<file path="src/rtl/alu_pkg.sv">
package alu_pkg;

    typedef enum logic [3:0] {
        OP_ADD = 4'd0,
        OP_SUB = 4'd1,
        OP_MUL = 4'd2,
        OP_AND = 4'd3,
        OP_OR  = 4'd4,
        OP_CMP = 4'd5,
        OP_ROR = 4'd6,
        OP_ROL = 4'd7,
        OP_INC = 4'd8,
        OP_DEC = 4'd9
    } alu_op_e;

    typedef struct packed {
        logic zero;
        logic sign;
        logic ovf;
        logic less;
        logic greater;
    } cond_t;

    localparam int NUM_ROT_AMTS = 4;

endpackage

</file>
<file path="src/rtl/alu_addsub.sv">
module alu_addsub #(
    parameter int W = 32
) (
    input  logic [W-1:0] x_i,
    input  logic [W-1:0] y_i,
    input  logic         sub_i,
    output logic [W-1:0] sum_o,
    output logic         ovf_o
);
    localparam int MSB = W - 1;

    logic [W-1:0] y_eff;
    logic [W-1:0] sum;

    always_comb begin
        y_eff = sub_i ? ~y_i : y_i;
        sum   = x_i + y_eff + {{(W-1){1'b0}}, sub_i};
    end

    // Signed overflow: both inputs to the adder share a sign that the sum lacks.
    assign sum_o = sum;
    assign ovf_o = (x_i[MSB] == y_eff[MSB]) && (sum[MSB] != x_i[MSB]);

endmodule

</file>
<file path="src/rtl/alu_rotate.sv">
module alu_rotate
    import alu_pkg::*;
#(
    parameter int W = 32
) (
    input  logic [W-1:0] val_i,
    input  logic [W-1:0] amt_i,
    input  logic         left_i,
    output logic [W-1:0] rot_o,
    output logic         legal_o
);
    logic [NUM_ROT_AMTS-1:0] hit;
    logic [W-1:0]            rr [NUM_ROT_AMTS];
    logic [W-1:0]            rl [NUM_ROT_AMTS];

    for (genvar g = 0; g < NUM_ROT_AMTS; g++) begin : g_amt
        localparam int K = (g == 0) ? 1 : (g * W / NUM_ROT_AMTS);
        assign hit[g] = (amt_i == W'(K));
        assign rr[g]  = (val_i >> K) | (val_i << (W - K));
        assign rl[g]  = (val_i << K) | (val_i >> (W - K));
    end

    always_comb begin
        rot_o   = val_i;
        legal_o = 1'b0;
        for (int i = 0; i < NUM_ROT_AMTS; i++) begin
            if (hit[i]) begin
                rot_o   = left_i ? rl[i] : rr[i];
                legal_o = 1'b1;
            end
        end
    end

    // the permitted amounts are distinct, so at most one candidate matches
    always_comb begin
        p_single_amt_r5: assert ($onehot0(hit) || $isunknown(amt_i));
    end

endmodule

</file>
<file path="src/rtl/flagged_alu.sv">
module flagged_alu
    import alu_pkg::*;
#(
    parameter int W = 32
) (
    input  logic         clk,
    input  logic         rst_n,
    input  logic         en_i,
    input  logic [3:0]   op_i,
    input  logic [W-1:0] a_i,
    input  logic [W-1:0] b_i,
    output logic [W-1:0] res_o,
    output logic         res_we_o,
    output logic         rot_err_o,
    output logic [4:0]   flags_o
);
    localparam logic [W-1:0] ONE = {{(W-1){1'b0}}, 1'b1};
    localparam int           MSB = W - 1;

    typedef struct packed {
        logic [W-1:0] res;
        logic         we;
        logic         err;
        logic         upd;
        logic         ovf;
    } step_t;

    alu_op_e      op;
    logic [W-1:0] b_eff;
    logic         use_sub;
    logic [W-1:0] sum;
    logic         sum_ovf;
    logic [W-1:0] diff;
    logic         diff_ovf;
    logic [W-1:0] rot_res;
    logic         rot_legal;
    logic [W-1:0] prod;
    logic         lt_s;
    logic         gt_s;
    step_t        st_d;
    cond_t        flags_d;
    cond_t        flags_q;

    assign op = alu_op_e'(op_i);

    always_comb begin
        b_eff   = (op == OP_INC || op == OP_DEC) ? ONE : b_i;
        use_sub = (op == OP_SUB) || (op == OP_DEC) || (op == OP_CMP);
        prod    = a_i * b_i;
    end

    alu_addsub #(.W(W)) i_main_add (
        .x_i   (a_i),
        .y_i   (b_eff),
        .sub_i (use_sub),
        .sum_o (sum),
        .ovf_o (sum_ovf)
    );

    alu_addsub #(.W(W)) i_cmp_sub (
        .x_i   (a_i),
        .y_i   (b_eff),
        .sub_i (1'b1),
        .sum_o (diff),
        .ovf_o (diff_ovf)
    );

    alu_rotate #(.W(W)) i_rot (
        .val_i   (a_i),
        .amt_i   (b_i),
        .left_i  (op == OP_ROL),
        .rot_o   (rot_res),
        .legal_o (rot_legal)
    );

    always_comb begin
        lt_s = diff[MSB] ^ diff_ovf;
        gt_s = !lt_s && (diff != '0);
    end

    always_comb begin
        st_d = '0;
        unique case (op)
            OP_ADD, OP_SUB, OP_INC, OP_DEC: begin
                st_d.res = sum;
                st_d.we  = 1'b1;
                st_d.upd = 1'b1;
                st_d.ovf = sum_ovf;
            end
            OP_MUL: begin
                st_d.res = prod;
                st_d.we  = 1'b1;
                st_d.upd = 1'b1;
            end
            OP_AND: begin
                st_d.res = a_i & b_i;
                st_d.we  = 1'b1;
                st_d.upd = 1'b1;
            end
            OP_OR: begin
                st_d.res = a_i | b_i;
                st_d.we  = 1'b1;
                st_d.upd = 1'b1;
            end
            OP_CMP: begin
                st_d.res = sum;
                st_d.upd = 1'b1;
                st_d.ovf = sum_ovf;
            end
            OP_ROR, OP_ROL: begin
                st_d.res = rot_res;
                st_d.we  = rot_legal;
                st_d.upd = rot_legal;
                st_d.err = !rot_legal;
            end
            default: st_d = '0;
        endcase

        flags_d = flags_q;
        if (en_i && st_d.upd) begin
            flags_d.zero    = (st_d.res == '0);
            flags_d.sign    = st_d.res[MSB];
            flags_d.ovf     = st_d.ovf;
            flags_d.less    = lt_s;
            flags_d.greater = gt_s;
        end
    end

    always_ff @(posedge clk or negedge rst_n) begin
        if (!rst_n) flags_q <= '0;
        else        flags_q <= flags_d;
    end

    assign res_o     = st_d.res;
    assign res_we_o  = en_i & st_d.we;
    assign rot_err_o = en_i & st_d.err;
    assign flags_o   = flags_q;

    // compare never requests a write
    p_cmp_no_write_r4: assert property (@(posedge clk) disable iff (!rst_n)
        (en_i && op_i == OP_CMP) |-> !res_we_o);

    // equal operands on compare set zero on the next edge
    p_cmp_equal_zero_r4: assert property (@(posedge clk) disable iff (!rst_n)
        (en_i && op_i == OP_CMP && a_i == b_i) |=> (flags_o[4] && !flags_o[1] && !flags_o[0]));

    // refused rotate passes A through without a write
    p_rot_refused_r6: assert property (@(posedge clk) disable iff (!rst_n)
        rot_err_o |-> (!res_we_o && res_o == a_i));

    // refused rotate leaves the condition bits alone
    p_rot_hold_r6: assert property (@(posedge clk) disable iff (!rst_n)
        rot_err_o |=> $stable(flags_o));

    // idle cycles hold the condition bits
    p_idle_hold_r10: assert property (@(posedge clk) disable iff (!rst_n)
        !en_i |=> $stable(flags_o));

    // logic operations leave overflow clear
    p_no_overflow_r3: assert property (@(posedge clk) disable iff (!rst_n)
        (en_i && (op_i == OP_AND || op_i == OP_OR)) |=> !flags_o[2]);

    // less and greater are never both set
    p_lt_gt_excl_r9: assert property (@(posedge clk) disable iff (!rst_n)
        !(flags_o[1] && flags_o[0]));

endmodule

</file>
<file path="config.mk">
export PLATFORM = sky130hd
export DESIGN_NAME = flagged_alu
export DESIGN_NICKNAME = d
export VERILOG_FILES = /design/src/rtl/alu_pkg.sv /design/src/rtl/alu_addsub.sv /design/src/rtl/alu_rotate.sv /design/src/rtl/flagged_alu.sv
export SDC_FILE = /design/constraint.sdc
export NUM_CORES = 2
export LEC_CHECK = 0
export BUFFER_PORTS_ARGS = -buffer_cell sky130_fd_sc_hd__buf_2
export CAP_MARGIN = 5
export CORE_MARGIN = 10
export CORE_UTILIZATION = 33
export CTS_BUF_LIST = sky130_fd_sc_hd__clkbuf_16
export CTS_CLUSTER_SIZE = 14
export DETAILED_ROUTE_END_ITERATION = 6
export PLACE_DENSITY = 0.53
export SYNTH_ARGS = -nofsm -noshare
export SYNTH_HDL_FRONTEND = slang
export SYNTH_HIERARCHICAL = 1
export SYNTH_SLANG_ARGS = --single-unit
</file>
<file path="constraint.sdc">
create_clock -name clk -period 17.5 [get_ports clk]
set_input_delay 5.25 -clock clk [delete_from_list [all_inputs] [get_ports clk]]
set_output_delay 5.25 -clock clk [all_outputs]
set_load 0.01 [all_outputs]
</file>
# Word-level counts from Yosys, hierarchy flattened
# Index checks and enable logic that the tools add are counted.
# W data, S select, Z words.
word_totals:
  inputBits: 71
  ff_bits: 5
classes:
  n_mux: 18
  n_reduce_logical: 16
  n_eq_ne: 17
  n_addsub: 4
  bitwise_logic: 11
  mul: 1
ops:
  columns: ["operator", "count"]
  rows:
  - ["$mux W32", 9]
  - ["$pmux W32 S5", 1]
  - ["$add A32 B32 Y32", 2]
  - ["$eq A32 B5 Y1 const B", 2]
  - ["$add A32 B1 Y32", 1]
  - ["$add A32 B1 Y32 const B", 1]
  - ["$and A32 B32 Y32", 1]
  - ["$eq A32 B1 Y1 const B", 1]
  - ["$eq A32 B4 Y1 const B", 1]
  - ["$logic_not A32 Y1", 1]
  - ["$mul A32 B32 Y32", 1]
  - ["$not A32 Y32", 1]
  - ["$or A16 B32 Y32", 1]
  - ["$or A24 B32 Y32", 1]
  - ["$or A31 B32 Y32", 1]
  - ["$or A32 B1 Y32", 1]
  - ["$or A32 B32 Y32", 1]
  - ["$or A32 B8 Y32", 1]
  - ["$reduce_bool A32 Y1", 1]
  - ["$eq A4 B3 Y1 const B", 4]
  - ["$eq A4 B2 Y1 const B", 2]
  - ["$eq A4 B4 Y1 const B", 2]
  - ["$reduce_or A8 Y1", 1]
  - ["$reduce_or A7 Y1", 1]
  - ["other kinds (13)", 28]

# Logic depth before layout (Yosys ltp)
depth:
  ltp_word: 11
  depth_mapped: 29
  mapped_depth_nobuf: 26

# By module
# Netlist, hierarchy kept.
modules_own_cells:
  columns: ["module", "instances", "area_per_inst_um2", "seq_area_each_um2", "cells_each"]
  rows:
  - ["flagged_alu", 1, 18245.0, 125.1, 2133]
  - ["alu_addsub", 2, 2048.2, 0.0, 286]
  - ["alu_rotate", 1, 2483.6, 0.0, 390]

# Least setup slack after synthesis
# OpenSTA, ideal clock, no wires.
synth_path:
  kind: "in2out"
  startpoint: "in a_i[12]"
  endpoint: "out res_o[31]"
  setup_slack_ns: 0.277
  cell_stages: 27
  t_required_ns: 12.250
  path_buffers: 4
  arrival_time_ns: 11.973
  path_cell_list: "clkbuf_1 -> clkbuf_1 -> and2_1 -> fa_1 -> fa_1 -> fa_1 -> inv_1 -> fa_1 -> inv_1 -> fa_1 -> inv_1 -> fa_1 -> inv_1 -> fa_1 -> fa_1 -> ha_1 -> clkbuf_1 -> and4_1 -> and3_1 -> nand3b_1 -> a21oi_1 -> nor2_1 -> o31a_1 -> a31oi_1 -> xnor2_1 -> o21ai_0 -> buf_4"
synth_rtl:
  columns: ["item", "line_no", "rtl"]
  rows:
  - ["start: declaration", "flagged_alu.sv:10", "input logic [W-1:0] a_i,"]
  - ["end: declaration", "flagged_alu.sv:12", "output logic [W-1:0] res_o,"]

# Final worst setup path
layout_path:
  startpoint: "in b_i[2]"
  endpoint: "out res_o[29]"
layout_between:
  elab_chain_len: 6
layout_lines:
  columns: ["item", "line_no", "rtl"]
  rows:
  - ["start: declaration", "flagged_alu.sv:11", "input logic [W-1:0] b_i,"]
  - ["$mux W32 / $eq A32 B1 Y1 (equally long branches)", "flagged_alu.sv:47, alu_rotate.sv:18", null]
  - ["$not A32 Y32 / $mux W32 (equally long branches)", "alu_addsub.sv:16, alu_rotate.sv:27", null]
  - ["$mux W32, on equally long branches", "alu_addsub.sv:16, alu_rotate.sv:27", null]
  - ["$add A32 B32 Y32 / $mux W32 (equally long branches)", "alu_addsub.sv:17, alu_rotate.sv:27", null]
  - ["$add A32 B1 Y32 / $mux W32 (equally long branches)", "alu_addsub.sv:17, alu_rotate.sv:27", null]
  - ["$pmux W32 S5 *", "flagged_alu.sv:83", "unique case (op)"]
# Every way passes the cells marked *; elsewhere a longest branch is shown, timed or not.

==> summary.txt <==
Clock tree
  • Sink Count: 5
  • H-tree levels: 1
  • CTS clk-pin slew, worst paths: about 0.03 ns
  • Skew-Pair Late Insertion Delay: about 0.22 ns
  • Clock Root Buffer: clkbuf_16
  • Quantity of hold-fixing buffers added after cts: 0
  • Total CTS buffers: 3
  • Clk buf depth: 2
  • CTS tree: built

Yosys
  • Mux share of post-synthesis cell area: approximately 3.2%
  • Top_reg_cell synth: dfrtp_1
  • Post-Synth XOR/XNOR Area: under 10%
  • Synth warn: 6
  • Avg Inst Size Synth: 8.02 sq um
  • Count of flip-flops with a built-in enable after synthesis: 0
  • Post-synthesis simple-gate area fraction: between 20% and 30%
  • Async SR Flop Fraction: 100%
  • Synthesized Nets: 3759
  • Fraction of the mapped netlist area in adder cells: 42.3%
  • Compound-cell area share of the yosys netlist: about 15%
  • Mapped Area: ~25000 sq um
  • Largest family of logic cells by synthesized area: adder cells
  • Sequential-to-total area share from yosys stat: 0.504%
  • Cells after synthesis: between 3000 and 4000
  • Synthesis-stage register bit count: 5
  • Count of cell types in the netlist: between 80 and 90

STA
  • Slew @ Worst Pin: roughly 1.2 ns
  • Pins Over Slew Limit: 0
  • Tmin final: 17.37 ns
  • Final period utilization: just under 100%
  • Final Hold Violating Endpoints: 0
  • Fmax: ~0.058 GHz
  • Final setup fails: 0
  • Max-slew headroom: a little over 20%
  • Post-route setup TNS: 0 ns
  • Clock skew: 0 ns

Place
  • DP Wirelength: around 80 mm
  • Port Buffers: about 110
  • Placer Congestion: around 0.95

Floorplan
  • Total die area: a little under 90000 sq um
  • Core Area: between 70000 and 80000 sq um
  • I/O pin cnt: 110
  • Die Width: approximately 290 um
  • Rows: 100
  • Starting utilization of the core area: 33.3%
  • Die span in y: around 300 um

Worst setup path
  • WP data required: around 12 ns
  • WS Path Type: primary input to output pin
  • Worst-path fanout max: 12
  • Worst R2R Path Depth: 2
  • R2r startpoint: flags_o[4]$_DFFE_PN0P_
  • Setup crit start kind: primary input
  • WP data arrival: between 10 and 15 ns
  • Worst setup EP type: output pin
  • CP startpoint: b_i[2]

Global route
  • Global-route wire length before repair: ~150 mm
  • Vias in the first global route: 23000
  • Largest net degree at the start of global routing: 91
  • Initial antenna violation count: 14
  • Tot GR Track Use: around 22%
  • GRT overflow: 0

Flow run
  • Max cap viols: 0

Routing
  • ANT nets after route: 0
  • Post-Route WL: slightly below 100 mm
  • DRC Markers: 0
  • Drt wl/cell: between 20 and 25 um
  • Vias per cell: between 5 and 6
  • First DRT Iteration DRCs: approximately 2300
  • Vias post-DR: between 20000 and 25000
  • Drt pass-1 iters: 7

Hold path
  • HP Class: flop to flop
  • Hold path cells: 2
  • Hold_sp: flags_o[0]$_DFFE_PN0P_

Finish
  • Max reg flops: 5
  • Share of cells above drive strength 1: between 10% and 20%
  • Area Growth Syn to Fin: 10.2%
  • Final net count: about 3800
  • Final Util: 36.7%

Status
  • Outcome: finished clean
[worst paths after layout]
path                                     endpoint  slack [ns]
setup / recovery                        res_o[29]        0.13
hold / removal             flags_o[0]$_DFFE_PN0P_        0.48
setup reg to reg           flags_o[4]$_DFFE_PN0P_       16.59
hold reg to reg            flags_o[0]$_DFFE_PN0P_        0.48
max in group asynchronous  flags_o[1]$_DFFE_PN0P_       12.54
min in group asynchronous  flags_o[3]$_DFFE_PN0P_        4.83
[routing by layer]
| metal | share of wire [%] | wire [um] | track usage (%) |
|---|---|---|---|
| met5 | 0.11 | 111 | 0 |
| met4 | 4.4 | 4240 | 7.69 |
| met3 | 7.1 | 6870 | 3.06 |
| met2 | 46 | 44700 | 36.0 |
| met1 | 43 | 41500 | 29.6 |
[worst max-delay path: stages]
cell      delay (ns)
buf_4           0.17
and2_4          0.15
fa_1            0.53
inv_1           0.05
fa_1            0.53
fa_1            0.45
fa_1            0.54
inv_1           0.05
fa_1            0.50
inv_1           0.05
fa_1            0.50
inv_1           0.06
fa_2            0.55
fa_2            0.45
ha_4            0.31
a21oi_1         0.09
o21ai_0         0.26
a21oi_1         0.10
o21ai_1         0.28
nor2_4          0.10
o311ai_2        0.34
xnor2_1         0.11
o211ai_1        0.45
buf_2           0.23
[cell usage in the layout, fill, tap and decap left out, types with 22 or more instances in the layout]
master      n
buf_2      92
nand2_1   321
fa_1      408
mux2_2     65
and2_1    307
a21oi_1   125
buf_4     205
o21ai_1    48
nand2b_1   22
xor2_1    104
xnor2_1    92
a22oi_1    61
o21a_1     29
nor2_1    150
nand3_1    46
a21o_1     33
nand4_1    30
inv_1     395
o21ai_0   101
nor2b_1    42
ha_1      180
[through the flow]
stage          instance area (sq um)  worst slack [ns]  hold WS (ns)  cells
2_1_floorplan                  24800             0.277         0.516   3095
3_3_place_gp                   27000           -0.0831         0.465   4135
3_5_place_dp                   27000           -0.0610         0.479   4135
4_1_cts                        27100            0.0168         0.486   4139
5_1_grt                        27300           -0.0178         0.513   4143
6_report                       27400             0.127         0.482   4148
[area by class of cell]
class | count | area [sq um]
Antenna cell | 6 | 15.0
Multi-Input combinational cell | 2461 | 22300
Fill cell | 7880 | 47100
Clock buffer | 3 | 75.1
Inverter | 394 | 1480
Timing Repair Buffer | 309 | 2100
Clock inverter | 1 | 3.75
Tap cell | 969 | 1210
Sequential cell | 5 | 125
[cells in the mapped netlist (all sizes together) (5+ instances only)]
cell type	n	share of area (%)
fa	410	33
inv	394	6.0
nand2	322	4.9
and2	311	7.8
ha	183	9.2
clkbuf	165	2.5
nor2	153	2.3
o21ai	151	3.1
a21oi	134	2.8
xor2	104	3.7
xnor2	94	3.3
buf	70	1.9
mux2	65	2.9
a22oi	64	2.0
nand3	47	0.97
nor2b	43	1.1
a21o	35	1.1
nand4	30	0.76
o21a	29	0.88
nor3b	24	0.77
nand2b	22	0.55
a211oi	20	0.65
nor3	19	0.38
nor4	19	0.53
a222oi	17	0.69
a31oi	13	0.33
or3	10	0.29
a21boi	9	0.27
o21bai	9	0.27
or4	8	0.27
a211o	7	0.25
and3	7	0.18
o31ai	7	0.23
or3b	7	0.25
mux2i	6	0.24
o2111ai	6	0.21
and4	5	0.18
dfrtp	5	0.50
o211ai	5	0.15
o22ai	5	0.13
[cells by family after synthesis]
logic type | after synthesis
flip-flops | 5
XOR/XNOR | 198
adder cells (fa/ha/maj) | 593
AND/OR/NAND/NOR | 1048
other | 1
AO/OA/AOI/OAI | 550
buffers and inverters | 629
multiplexers | 71
[what timing repair did]
item / in CTS / in global routing
buffers inserted: 0 / 3
gates resized for setup: 3 / 58
pin swaps: 0 / 20
setup endpoints to repair: 2 / 7
Power is not shown: default switching activity piles up to over one toggle a cycle in this logic, so the estimate is an artifact.
